===== config.mk =====
export PLATFORM = sky130hd
export DESIGN_NAME = scan_mem_arbiter
export DESIGN_NICKNAME = d
export VERILOG_FILES = /design/src/rtl/scan_mem_arbiter.sv
export SDC_FILE = /design/constraint.sdc
export NUM_CORES = 1
export LEC_CHECK = 0
export CAP_MARGIN = 15
export CORE_ASPECT_RATIO = 0.5
export CORE_MARGIN = 5
export CORE_UTILIZATION = 58
export CTS_CLUSTER_DIAMETER = 150
export DETAILED_ROUTE_END_ITERATION = 10
export DONT_BUFFER_PORTS = 1
export PLACE_DENSITY_LB_ADDON = 0.3
export SYNTH_ARGS = -nofsm -noshare
export SYNTH_HDL_FRONTEND = slang
export SYNTH_SLANG_ARGS = --single-unit

===== constraint.sdc =====
create_clock -name clk -period 2.1 [get_ports clk]
set_input_delay 0 -clock clk [delete_from_list [all_inputs] [get_ports clk]]
set_output_delay 0 -clock clk [all_outputs]
set_load 0.005 [all_outputs]

===== src/rtl/scan_mem_arbiter.sv =====
module scan_mem_arbiter #(
  parameter int NIO      = 16,
  parameter int SLOT_CYC = 3,
  parameter int DEADLINE = 62
) (
  input  logic           clk,
  input  logic           rst_n,
  input  logic [NIO-1:0] io_req,
  input  logic [NIO-1:0] io_eoi,
  input  logic [NIO-1:0] io_dist,
  input  logic           cpu_req,
  output logic [NIO:0]   grant,
  output logic           busy,
  output logic [NIO-1:0] dl_err
);
  localparam int CW = $clog2(2 * SLOT_CYC) + 1;
  localparam int DW = $clog2(DEADLINE + 1);

  logic [NIO-1:0] req_q, pend, take, rise;
  logic [NIO:0]   pick;
  logic [CW-1:0]  cnt;
  logic           bnd;

  assign bnd  = (cnt == '0);
  assign rise = io_req & ~req_q;
  assign take = bnd ? pick[NIO-1:0] : '0;
  assign busy = |grant;

  always_comb begin
    pick = '0;
    for (int i = 0; i < NIO; i++)
      if (pend[i] && pick == '0) pick[i] = 1'b1;
    if (pick == '0 && cpu_req) pick[NIO] = 1'b1;
  end

  always_ff @(posedge clk) begin
    if (!rst_n) begin
      req_q <= '0;
      pend  <= '0;
      grant <= '0;
      cnt   <= '0;
    end else begin
      req_q <= io_req;
      pend  <= (pend & ~take) | rise;
      if (bnd) begin
        grant <= pick;
        if (|pick[NIO-1:0])
          cnt <= |(pick[NIO-1:0] & io_dist & io_eoi) ? CW'(2 * SLOT_CYC - 1)
                                                     : CW'(SLOT_CYC - 1);
        else
          cnt <= '0;
      end else begin
        cnt <= cnt - 1'b1;
      end
    end
  end

  for (genvar g = 0; g < NIO; g++) begin : g_dl
    logic [DW-1:0] dl;
    logic          err;
    always_ff @(posedge clk) begin
      if (!rst_n) begin
        dl  <= '0;
        err <= 1'b0;
      end else begin
        err <= 1'b0;
        if (rise[g]) begin
          dl <= DW'(DEADLINE);
        end else if (pend[g] && !take[g] && dl != '0) begin
          dl <= dl - 1'b1;
          if (dl == DW'(1)) err <= 1'b1;
        end
      end
    end
    assign dl_err[g] = err;
  end

  AST_GRANT_ONEHOT: assert property (@(posedge clk) disable iff (!rst_n)
    $onehot0(grant));
  AST_CPU_LAST: assert property (@(posedge clk) disable iff (!rst_n)
    grant[NIO] |-> $past(pend) == '0);
  AST_ERR_PENDING: assert property (@(posedge clk) disable iff (!rst_n)
    (dl_err & ~pend) == '0);
  AST_ERR_NOT_GRANTED: assert property (@(posedge clk) disable iff (!rst_n)
    (dl_err & grant[NIO-1:0]) == '0);

  if (SLOT_CYC > 1) begin : g_hold
    AST_SLOT_HOLD: assert property (@(posedge clk) disable iff (!rst_n)
      (|(grant[NIO-1:0] & ~$past(grant[NIO-1:0]))) |=> $stable(grant));
  end
endmodule


* Yosys cells after proc, flatten, opt, wreduce, memory -nomap -nowiden
Cells that the tools add are included.
** Operators by class
- $add $sub $neg :: 17
- Eq/ne operators :: 16
- Muxes and demuxes :: 69
- Bitwise operators :: 25
- Reductions and logical operators :: 147
** Operators with widths (number)
- 2-to-1 mux 6 bit :: 32
- == test 6 x 1 -> 1 bit (second input constant) :: 16
- nonzero test 6 bit :: 16
- subtractor 6 x 1 -> 6 bit (second input constant) :: 16
- bitwise AND 16 bit :: 4
- logical AND 1 bit :: 48
- OR reduction 3 bit :: 16
- 2-to-1 mux 1 bit :: 33
- NOT 16 bit :: 2
- nonzero test 2 bit :: 16
- OR reduction 16 bit :: 2
- OR reduction 2 bit :: 16
- NOT 1 bit :: 18
- OR reduction 17 bit :: 1
- logical NOT 1 bit :: 16
- logical NOT 16 bit :: 1
- 2-to-1 mux 16 bit :: 1
- bitwise OR 16 bit :: 1
- logical NOT 15 bit :: 1
- logical NOT 14 bit :: 1
- logical NOT 13 bit :: 1
- logical NOT 12 bit :: 1
- logical NOT 11 bit :: 1
- logical NOT 10 bit :: 1
- 11 further kinds :: 13
** Word-level totals
- Bits in registers :: 165
- Output and inout bits :: 34
- Word-level logic and storage cells :: 326

* Longest topological paths before layout
Gate-level depths: netlist of run 1.
- Depth in word-level cells :: 52
- Depth in mapped cells :: 9
- Gate-level depth less buffers :: 7

* Least setup slack after synthesis of run 1
OpenSTA, ideal clock, no wires.
- Path type :: reg-to-reg
- Start point :: reg cnt[0]
- End point :: reg g_dl[0].dl[5]
- Setup time :: 0.070 ns
- Arrival :: 1.993 ns
- Setup slack :: 0.037 ns
- Cell stages (with the launch flop) :: 9
- Buffers on the path :: 1
- Clock period less this slack :: 2.063 ns
- Cells stage by stage :: dfxtp_1 inv_1 ha_1 nor3b_2 buf_2 a211oi_1 nand4_1 xor2_1 a21oi_1
** On the way
- Word-level cells in the longest chain between the ends :: 6
** Ends and longest elaborated chain
- start: declaration :: line 21 : logic [CW-1:0] cnt;
- start signal: assignment :: line 48 : cnt <= |(pick[NIO-1:0] & io_dist & io_eoi) ? CW'(2 * SLOT_CYC - 1)
- start signal: assignment :: line 53 : cnt <= cnt - 1'b1;
- logical NOT 4 bit :: line 24 : assign bnd = (cnt == '0);
- 2-to-1 mux 16 bit :: line 26 : assign take = bnd ? pick[NIO-1:0] : '0;
- logical NOT 1 bit :: line 69 : end else if (pend[g] && !take[g] && dl != '0) begin
- logical AND 1 bit (2 in a row) :: line 69
- nonzero test 2 bit (no source line)
- end signal: assignment :: line 68 : dl <= DW'(DEADLINE);
- end signal: assignment :: line 70 : dl <= dl - 1'b1;
- end: declaration :: line 59 : logic [DW-1:0] dl;
Every way passes these cells.
A chain may end at the register's enable or synchronous reset.

* Worst setup path in the final report of run 1
- Start point :: reg cnt[0]
- End point :: reg g_dl[11].dl[1]
** On the way
- Word-level cells in the longest chain between the ends :: 6
** Ends and longest elaborated chain (line)
- logical NOT 4 bit :: 24
- 2-to-1 mux 16 bit :: 26
- logical NOT 1 bit :: 69
- logical AND 1 bit (2 in a row) :: 69
- nonzero test 2 bit (no source line)
- end signal: assignment :: 68
- end signal: assignment :: 70
- end: declaration :: 59
Every way passes these cells.

==> results of run 1 <==
[registers in the layout (all words and copies together), names as in the netlist]
| name | count |
|---|---|
| req_q | 16 |
| g_dl.err | 16 |
| g_dl.dl | 96 |
| pend | 16 |
| cnt | 4 |
| grant | 17 |
[timing repair]
| item | in CTS | in global routing |
|---|---|---|
| endpoints found under the hold margin | 140 | 0 |
| hold buffers | 35 | 0 |
| setup buffers | 0 | 0 |
| endpoints found under the setup margin | 0 | 15 |
| gates resized for setup | 0 | 6 |
[Yosys cell counts (2+ instances only)]
master / count / share of area (%)
dfxtp_1: 165 / 41
a21oi_1: 101 / 6.2
nand2_1: 61 / 2.8
ha_1: 49 / 7.6
xor2_1: 46 / 5.0
inv_1: 43 / 2.0
nor2_1: 42 / 1.9
clkbuf_1: 40 / 1.9
nand4_1: 34 / 2.6
nand3_1: 32 / 2.0
nor3_1: 30 / 1.9
and3_1: 28 / 2.2
xnor2_1: 24 / 2.6
o21ai_0: 22 / 1.4
nor4_1: 21 / 1.6
nand2b_1: 17 / 1.3
and2_1: 16 / 1.2
buf_4: 16 / 1.5
or3_1: 11 / 0.85
mux2_2: 9 / 1.3
buf_1: 8 / 0.37
a31oi_1: 7 / 0.54
o211ai_1: 7 / 0.65
nor4b_1: 6 / 0.65
a221oi_2: 4 / 0.74
nand4b_1: 4 / 0.43
nor2b_1: 4 / 0.31
o21ai_1: 4 / 0.25
o311a_1: 4 / 0.50
or4_1: 4 / 0.37
a21boi_0: 3 / 0.28
a22oi_1: 3 / 0.28
and4_1: 3 / 0.32
and4b_1: 3 / 0.37
buf_6: 3 / 0.42
o211ai_2: 3 / 0.46
a311oi_1: 2 / 0.22
a32oi_1: 2 / 0.22
buf_2: 2 / 0.12
o2111ai_2: 2 / 0.37
or4b_2: 2 / 0.25
[worst register-to-register path, cell delays in order (launching register included)]
cell      delay (ns)
dfxtp_1         0.31
inv_1           0.07
ha_2            0.21
nor3b_4         0.28
nand4_2         0.16
buf_12          0.21
o211ai_4        0.24
mux2_2          0.36
a21oi_1         0.13
[layout make-up]
| type | count | area share, % |
|---|---|---|
| clock buffer | 18 | 4.62 |
| sequential | 165 | 35.5 |
| clock inverter | 14 | 1.53 |
| tap | 192 | 2.58 |
| multi-input combinational | 635 | 46.3 |
| timing repair buffer | 78 | 7.75 |
| inverter | 43 | 1.74 |
[where the power goes]
part	internal [mW]	switching [mW]
combinational	1.06	1.37
sequential	3.46	0.326
clock	1.67	1.34
total	6.19	3.04
[routing by layer]
| metal | GRT usage, % | vias to the layer above | wire (µm) |
|---|---|---|---|
| met5 | 0 | - | 0 |
| met2 | 37.7 | 157 | 8760 |
| li1 | - | 3257 | - |
| met1 | 27.9 | 3129 | 8090 |
| met3 | 4.12 | 36 | 892 |
| met4 | 8.69 | 0 | 306 |
[placed cells by master (no fill, tap or decap), drive strengths merged, types with 24 or more instances in the layout]
master         n
dfxtp        165
nand4         35
dlygate4sd3   34
a21oi        102
xor2          46
nor2          43
and3          28
o21ai         26
xnor2         24
nor3          31
inv           50
nand2         61
nand3         32
buf           44
ha            49
[logic make-up after synthesis]
logic type / synth area share (%)
adder cells (fa/ha/maj): 7.58
flip-flops: 40.8
XOR/XNOR: 7.58
buffers and inverters: 6.25
AND/OR/NAND/NOR: 22.6
AO/OA/AOI/OAI: 13.7
multiplexers: 1.44
[metrics by stage]
stage | instance area (µm²) | hold WS, ns | std cells | power (mW)
2_1_floorplan | 8090 | 0.122 | 912 | 5.45
3_5_place_dp | 8350 | 0.125 | 1078 | 6.16
6_report | 9300 | 0.0162 | 1145 | 9.23
4_1_cts | 9280 | 0.00460 | 1145 | 9.25
3_3_place_gp | 8350 | 0.122 | 1078 | 6.08
5_1_grt | 9300 | 0.0493 | 1145 | 9.71
[path summary, 6_finish.rpt]
check                                                   end         startpoint
worst max-delay path            g_dl[11].dl[1]$_SDFFE_PN0P_  cnt[0]$_SDFF_PN0_
worst min-delay path            g_dl[12].dl[3]$_SDFFE_PN0P_         io_req[12]
worst max register to register  g_dl[11].dl[1]$_SDFFE_PN0P_  cnt[0]$_SDFF_PN0_
worst min register to register            cnt[0]$_SDFF_PN0_  cnt[0]$_SDFF_PN0_
==> results.txt, run 1 <==
Die area -> 0.0165 mm²
FF+latch count, synth -> 165
Post-synth EDFFs -> 0
Clock root buffer -> clkbuf_16
Asr flop ratio synth -> 0%
Crit Path Category -> reg -> reg
Row Count -> 30
Maximum capacitance violations -> 0
Max VDD drop -> 0.000660 V
Setup TNS -> 0 ns
Pre-CTS setup slack -> 0.0295 ns
Diode count -> 0
Slew margin rel. -> 60.8%
Core Area -> 0.0136 mm²
Drt drc -> 0
Final hold violations -> 0
CP startpoint kind -> flop
HP Class -> in -> reg
RSZ-0062 raised after global routing -> true
Max Fclk -> 491 MHz
GRT Overall Usage -> 22.1%
Nets -> 1,040
CP bufs+invs -> 2
Overflow after GRT -> 0
DRT Pass-1 Iters -> 5
Crit Path Max Fanout -> 31
Cells after Synth -> 912
DR iter-0 viols -> 454
Synthesis Warnings -> 0
Share of post-route cells with drive strength above 1 -> 12.0%
Initial Utilization -> 59.5%
Slowest CP cell -> mux2_2
Slew @ Worst Pin -> 0.587 ns
Initial antenna violation count -> 0
IO Pins -> 85
RD Place Congestion -> 0.857
Critical path, cell by cell -> inv_1, ha_2, nor3b_4, nand4_2, buf_12, o211ai_4, mux2_2, a21oi_1
Post-Route WL -> 18,000 µm
Post-layout minimum cycle time -> 2.04 ns
FF-to-FF path depth -> 8
Register area share after synthesis -> 40.8%
Die X -> 177 µm
Final Setup Violations -> 0
Critical Path RT -> 2.45 ns
Delay-heaviest family, CP -> simple AND/OR/NAND/NOR gates
Clock Sinks -> 165
Final Core Density -> 68.4%
Fill cells -> 1,058
Layout area overhead -> 15.0%
WP depth -> 8
I/O Buffers -> 0
Netlist cell types -> 66
Syn avg cell area -> 8.87 µm²
Clock Latency Late Sink -> 0.42 ns
Routed Antenna Nets -> 0
CTS tree -> done
Hold path depth -> 2
Max Slew Vio Count -> 0
Status -> finished, final reports clean
Worst path arrival time -> 2.38 ns
Ys flop type -> dfxtp_1
FF+latch area -> 0.00330 mm²
Worst Setup End Kind -> flop
Clk buf depth -> 2
Vias per cell -> 5.75
First-pass GRT wire length -> 29,900 µm
Tcrit/Tclk final -> 96.9%
Die Height -> 93.5 µm
R2R Setup Slk -> 0.06 ns
Dpl hpwl -> 12,200 µm
Vias -> 6,579
Largest net degree at the start of global routing -> 51
Post-synthesis net count -> 1,012
H-tree depth -> 4
Routed WL per cell -> 15.8 µm
PD cells -> 993 mW/mm²
Post-Syn Area -> 0.00809 mm²
Fin Clk Skew -> 0.0124 ns
Clock transition at path regs -> 0.06 ns
Critical Path Max Stage Delay -> 0.36 ns
Area of the multi-input gates -> 0.00430 mm²
Leakage -> 3.67 nW
Final worst slack -> 0.0647 ns
Number of global-route vias before repair -> 6,253
CTS Buf Count -> 17
No activity file was read; power rests on OpenSTA's default activity.
==> inputs of run 2 (changes only) <==
--- a/config.mk
+++ b/config.mk
@@ -7,12 +7,12 @@
 export LEC_CHECK = 0
 export CAP_MARGIN = 15
 export CORE_ASPECT_RATIO = 0.5
-export CORE_MARGIN = 5
+export CORE_MARGIN = 2
 export CORE_UTILIZATION = 58
 export CTS_CLUSTER_DIAMETER = 150
 export DETAILED_ROUTE_END_ITERATION = 10
 export DONT_BUFFER_PORTS = 1
-export PLACE_DENSITY_LB_ADDON = 0.3
+export PLACE_DENSITY = 0.76
 export SYNTH_ARGS = -nofsm -noshare
 export SYNTH_HDL_FRONTEND = slang
 export SYNTH_SLANG_ARGS = --single-unit
==> run 2 against run 1 <==
Non-clock buffer count grew 5. Cell count grew 0.44%. Clock-buffer cell count grew 4. Clock skew shrank 0.0011 ns. Routed wire length grew 5.3%. Combinational power grew 5%. Die area shrank 9.6%. Critical path depth grew 1. Critical endpoint is now g_dl[10].dl[1]$_SDFFE_PN0P_. Largest cell class unchanged.
==> results.txt, run 2 (synthesis results as in run 1) <==
Worst path arrival time -> 2.39 ns (about the same)
Diode count -> 0 (unchanged)
Slew @ Worst Pin -> 0.585 ns (-0.00192 ns)
Core Area -> 0.0136 mm² (unchanged)
HP Class -> in -> reg
RD Place Congestion -> 0.888 (+3.6%)
Clock transition at path regs -> 0.07 ns (about the same)
Final Core Density -> 69.3% (+0.90 points)
Post-Route WL -> 19,000 µm (+5.3%)
Maximum capacitance violations -> 0 (unchanged)
DR iter-0 viols -> 367 (-19%)
Routed Antenna Nets -> 0 (unchanged)
IO Pins -> 85 (unchanged)
Post-layout minimum cycle time -> 2.04 ns (+0.00325 ns)
Layout area overhead -> 16.5%
Overflow after GRT -> 0 (unchanged)
Final worst slack -> 0.0615 ns (-0.00325 ns)
GRT Overall Usage -> 25.3% (+3.3 points)
Nets -> 1,045 (+0.48%)
Setup TNS -> 0 ns (unchanged)
Largest register by flop count -> g_dl.dl
Initial antenna violation count -> 0 (unchanged)
Met2 usage -> 43.7% (+6.0 points)
Vias -> 6,677 (+1.5%)
Clk buf depth -> 2 (unchanged)
Leakage -> 3.71 nW (+1.1%)
Most frequent cells in the layout -> dfxtp_1 (165), a21oi_1 (101), nand2_1 (61), ha_1 (48), xor2_1 (46)
Clock root buffer -> clkbuf_16
Max Slew Vio Count -> 0 (unchanged)
GR Util met3 -> 4.18% (+0.060 points)
Dpl hpwl -> 11,900 µm (-2.4%)
H-tree depth -> 4 (unchanged)
Slew margin rel. -> 60.7% (-0.16 points)
DRT Pass-1 Iters -> 5 (unchanged)
Fin Clk Skew -> 0.0114 ns (-0.00109 ns)
Initial Utilization -> 59.5% (unchanged)
Die Height -> 87.5 µm (-6.4%)
Final Power -> 9.49 mW (+2.8%)
Worst hold slack -> 0.0325 ns (+0.0163 ns)
Status -> finished, final reports clean
CTS Buf Count -> 17 (unchanged)
Final Setup Violations -> 0 (unchanged)
GRT met1 Usage -> 32.5% (+4.6 points)
Pre-CTS setup slack -> 0.0297 ns (+0.000265 ns)
Share of post-route cells with drive strength above 1 -> 12.7% (+0.77 points)
Critical Path RT -> 2.45 ns (about the same)
Number of global-route vias before repair -> 6,185 (-1.1%)
Vias per cell -> 5.81 (+1.0%)
Tcrit/Tclk final -> 97.1% (+0.15 points)
Clock Sinks -> 165 (unchanged)
Die area -> 0.0150 mm² (-9.6%)
PD cells -> 1010 mW/mm² (+1.4%)
Crit Path Category -> reg -> reg
Drt drc -> 0 (unchanged)
Largest net degree at the start of global routing -> 70 (+37%)
I/O Buffers -> 0 (unchanged)
Flip-flop count of the largest register after layout -> 96 (unchanged)
Regs by FF count -> g_dl.dl: 96 flops, grant: 17 flops
CP startpoint kind -> flop
Die X -> 171 µm (-3.4%)
Routed WL per cell -> 16.5 µm (+4.9%)
Clock Latency Late Sink -> 0.42 ns (about the same)
First-pass GRT wire length -> 30,000 µm (+0.25%)
Max Fclk -> 491 MHz (-0.16%)
Worst Setup End Kind -> flop
Grt peak-use layer -> met2
Crit Path Max Fanout -> 13 (-58%)
CTS tree -> done
Max VDD drop -> 0.000762 V (+16%)
Final hold violations -> 0 (unchanged)
Row Count -> 30 (unchanged)
Most common cell after layout, fill and taps aside -> dfxtp_1
==> run 2: layout make-up <==
class	instances	area (µm²)
clock buffer	22	474
timing repair buffer	83	771
tap	192	240
sequential	165	3300
multi-input combinational	635	4350
fill	1061	4170
clock inverter	10	123
inverter	43	163
==> run 2: final timing paths <==
check / from / endpoint / slack [ns] / cells past startpoint
setup reg to reg: cnt[1]$_SDFF_PN0_ / g_dl[10].dl[1]$_SDFFE_PN0P_ / 0.06 / 9
hold / removal: io_req[12] / g_dl[12].dl[3]$_SDFFE_PN0P_ / 0.03 / 2
hold reg to reg: cnt[0]$_SDFF_PN0_ / cnt[0]$_SDFF_PN0_ / 0.47 / 1
setup / recovery: cnt[1]$_SDFF_PN0_ / g_dl[10].dl[1]$_SDFFE_PN0P_ / 0.06 / 9
==> run 2: power by group <==
part,leakage [nW],internal [mW],total [mW],switching (mW)
Clock,0.283,1.86,3.15,1.29
Combinational,2.06,1.10,2.55,1.44
Sequential,1.37,3.46,3.80,0.335
==> run 2: what timing repair did <==
item | in CTS | in global routing
hold buffers | 36 | 0
endpoints found under the setup margin | 0 | 18
endpoints found under the hold margin | 136 | 0
setup buffers | 0 | 3
gates resized for setup | 0 | 15
==> run 2: routing by layer <==
metal | wire [µm] | up-vias | share of wire [%]
met5 | 0 | - | 0
met2 | 9200 | 163 | 48
met1 | 8630 | 3202 | 45
li1 | - | 3270 | -
met4 | 342 | 0 | 1.8
met3 | 822 | 42 | 4.3
==> run 2: worst max-delay path: stages (launching register included) <==
cell	delay, ns
dfxtp_1	0.30
inv_1	0.10
ha_4	0.16
nor3b_4	0.31
nand4_4	0.15
buf_12	0.19
buf_4	0.16
nand3_2	0.10
mux2_2	0.34
a21oi_1	0.15
==> run 2: stage by stage <==
step / instance area, µm² / cells
global placement: 8330 / 1077
CTS: 9300 / 1145
finish: 9420 / 1150
global route: 9420 / 1150
floorplan: 8090 / 912
detailed placement: 8330 / 1077
==> inputs of run 3 (changes only) <==
--- a/config.mk
+++ b/config.mk
@@ -8,11 +8,11 @@
 export CAP_MARGIN = 15
 export CORE_ASPECT_RATIO = 0.5
 export CORE_MARGIN = 2
-export CORE_UTILIZATION = 58
+export CORE_UTILIZATION = 50
 export CTS_CLUSTER_DIAMETER = 150
 export DETAILED_ROUTE_END_ITERATION = 10
 export DONT_BUFFER_PORTS = 1
-export PLACE_DENSITY = 0.76
+export PLACE_DENSITY = 0.68
 export SYNTH_ARGS = -nofsm -noshare
 export SYNTH_HDL_FRONTEND = slang
 export SYNTH_SLANG_ARGS = --single-unit
==> run 3 against run 2 <==
First-iteration DRC count grew 16%. Critical path type is now reg -> out. Clock power grew 6.7%. Utilization shrank 8.1 points. Sequential power is essentially flat. Critical endpoint is now busy. Routed wire length shrank 0.29%.
==> results.txt, run 3 (synthesis results as in run 1) <==
Clk buf depth -> 2 (unchanged)
Routed Antenna Nets -> 0 (unchanged)
Routed WL per cell -> 16.2 µm (-2.0%)
First-pass GRT wire length -> 30,800 µm (+2.6%)
Worst R2R End -> g_dl[11].dl[1]$_SDFFE_PN0P_
Die X -> 184 µm (+7.5%)
RD Place Congestion -> 0.849 (-4.3%)
Clock root buffer -> clkbuf_16
Min-Delay Startpoint -> io_req[12]
Slew @ Worst Pin -> 0.644 ns (+0.0595 ns)
Hold path depth -> 2 (unchanged)
Worst r2r src -> cnt[0]$_SDFF_PN0_
Clock Sinks -> 165 (unchanged)
IO Pins -> 85 (unchanged)
Layout area overhead -> 18.2%
CP startpoint kind -> flop
Delay-heaviest family, CP -> simple AND/OR/NAND/NOR gates
Crit Path Category -> reg -> out
Flip-flop count of the largest register after layout -> 96 (unchanged)
H-tree depth -> 4 (unchanged)
Hold Crit Endpoint -> g_dl[12].dl[1]$_SDFFE_PN0P_
Number of global-route vias before repair -> 6,302 (+1.9%)
Critical path, cell by cell -> nor4_1, nand4_1, or4_1
Regs by FF count -> g_dl.dl: 96 flops, grant: 17 flops
Die area -> 0.0173 mm² (+15%)
Initial antenna violation count -> 2 (+2)
Critical Path RT -> 2.10 ns (-0.35 ns)
Slew margin rel. -> 57.0% (-3.7 points)
Largest net degree at the start of global routing -> 52 (-26%)
Initial Utilization -> 51.8% (-7.7 points)
Share of post-route cells with drive strength above 1 -> 13.9% (+1.2 points)
DRT Pass-1 Iters -> 5 (unchanged)
PD cells -> 1020 mW/mm² (+1.0%)
Max Slew Vio Count -> 0 (unchanged)
Dpl hpwl -> 12,200 µm (+2.3%)
Status -> finished, final reports clean
RSZ-0062 raised after global routing -> true
Fin Clk Skew -> 0.0114 ns (+0.0000494 ns)
Slowest CP cell -> nor4_1
Drt drc -> 0 (unchanged)
R2R Setup Slk -> 0.05 ns (about the same)
Core Area -> 0.0156 mm² (+15%)
Die Height -> 93.9 µm (+7.3%)
Tcrit/Tclk final -> 97.7% (+0.66 points)
Post-Route WL -> 18,900 µm (-0.29%)
Final Setup Violations -> 0 (unchanged)
Vias -> 6,630 (-0.70%)
Final worst slack -> 0.0477 ns (-0.0138 ns)
CTS tree -> done
Max Fclk -> 487 MHz (-0.67%)
Overflow after GRT -> 0 (unchanged)
Clock transition at path regs -> 0.07 ns (about the same)
FF-to-FF path depth -> 8 (-1)
Max VDD drop -> 0.000585 V (-23%)
Nets -> 1,051 (+0.57%)
CP bufs+invs -> 0 (-3)
Vias per cell -> 5.67 (-2.4%)
Largest register by flop count -> g_dl.dl
I/O Buffers -> 0 (unchanged)
Critical Path Max Stage Delay -> 0.49 ns (+0.15 ns)
Row Count -> 32 (+6.7%)
Pre-CTS setup slack -> 0.0113 ns (-0.0185 ns)
Worst path arrival time -> 2.05 ns (-0.34 ns)
Post-layout minimum cycle time -> 2.05 ns (+0.0138 ns)
Most common cell after layout, fill and taps aside -> dfxtp_1
Final hold violations -> 0 (unchanged)
Worst Setup End Kind -> output pin
HP Class -> in -> reg
Leakage -> 3.78 nW (+1.9%)
GRT Overall Usage -> 22.4% (-2.9 points)
Crit Path Max Fanout -> 3 (-10)
Most frequent cells in the layout -> dfxtp_1 (164), a21oi_1 (100), nand2_1 (61), ha_1 (48), buf_4 (47)
Maximum capacitance violations -> 0 (unchanged)
CTS Buf Count -> 17 (unchanged)
DR iter-0 viols -> 427 (+16%)
Clock Latency Late Sink -> 0.43 ns (about the same)
Final Power -> 9.73 mW (+2.5%)
Fill cells -> 1,344 (+27%)
[run 3: cell type report]
| class | instances | area [µm²] | area share [%] |
|---|---|---|---|
| Inverter | 43 | 163 | 1.70 |
| Clock inverter | 13 | 185 | 1.94 |
| Antenna cell | 2 | 5.00 | 0.0524 |
| Sequential cell | 165 | 3300 | 34.6 |
| Timing Repair Buffer | 89 | 837 | 8.76 |
| Tap cell | 204 | 255 | 2.67 |
| Multi-Input combinational cell | 635 | 4370 | 45.7 |
| Clock buffer | 19 | 443 | 4.63 |
[run 3: worst max-delay path by stage]
| stage | start | to | slack (ns) | cells past startpoint |
|---|---|---|---|---|
| floorplan | cnt[0]$_SDFF_PN0_ | g_dl[0].dl[5]$_SDFFE_PN0P_ | 0.04 | 8 |
| global route | cnt[0]$_SDFF_PN0_ | g_dl[11].dl[1]$_SDFFE_PN0P_ | -0.08 | 8 |
| finish | grant[3]$_SDFFE_PN0P_ | busy | 0.05 | 3 |
| CTS | grant[3]$_SDFFE_PN0P_ | busy | 0.02 | 3 |
| detailed placement | cnt[0]$_SDFF_PN0_ | g_dl[11].dl[1]$_SDFFE_PN0P_ | 0.01 | 8 |
| global placement | cnt[0]$_SDFF_PN0_ | g_dl[11].dl[1]$_SDFFE_PN0P_ | 0.09 | 8 |
[run 3: through the flow]
step	std cells	TNS, ns	utilization (%)	hold WS [ns]	area (µm²)
finish	1170	0	61.2	0.0291	9560
global route	1168	-0.378	61.2	0.0442	9550
CTS	1161	0	60.0	0.0169	9370
detailed placement	1092	0	53.6	0.125	8370
global placement	1092	0	53.6	0.122	8370
floorplan	912	0	-	0.122	8090
[run 3: timing repair]
| item | CTS | global route |
|---|---|---|
| hold endpoints to repair | 138 | 0 |
| hold buffers | 35 | 0 |
| gates resized for setup | 0 | 22 |
| setup buffers | 2 | 5 |
| pin swaps | 0 | 20 |
| gates cloned | 0 | 2 |
| endpoints found under the setup margin | 1 | 29 |
[run 3: worst register-to-register path: stages (launching register included)]
cell      delay, ns
dfxtp_2        0.32
inv_2          0.07
ha_4           0.14
nor3b_4        0.33
nand4_4        0.21
buf_12         0.22
o211ai_4       0.26
mux2_4         0.33
a21oi_2        0.10
[run 3: metal layers]
layer | global-route usage (%) | part of all wire (%) | vias up
met4 | 7.40 | 2.0 | 0
met2 | 37.4 | 46 | 156
met3 | 5.70 | 5.3 | 33
li1 | - | - | 3286
met1 | 28.4 | 46 | 3155
met5 | 0 | 0 | -
[run 3: report_power, final]
group / internal (mW) / switching (mW)
sequential: 3.46 / 0.337
clock: 1.95 / 1.40
combinational: 1.16 / 1.41
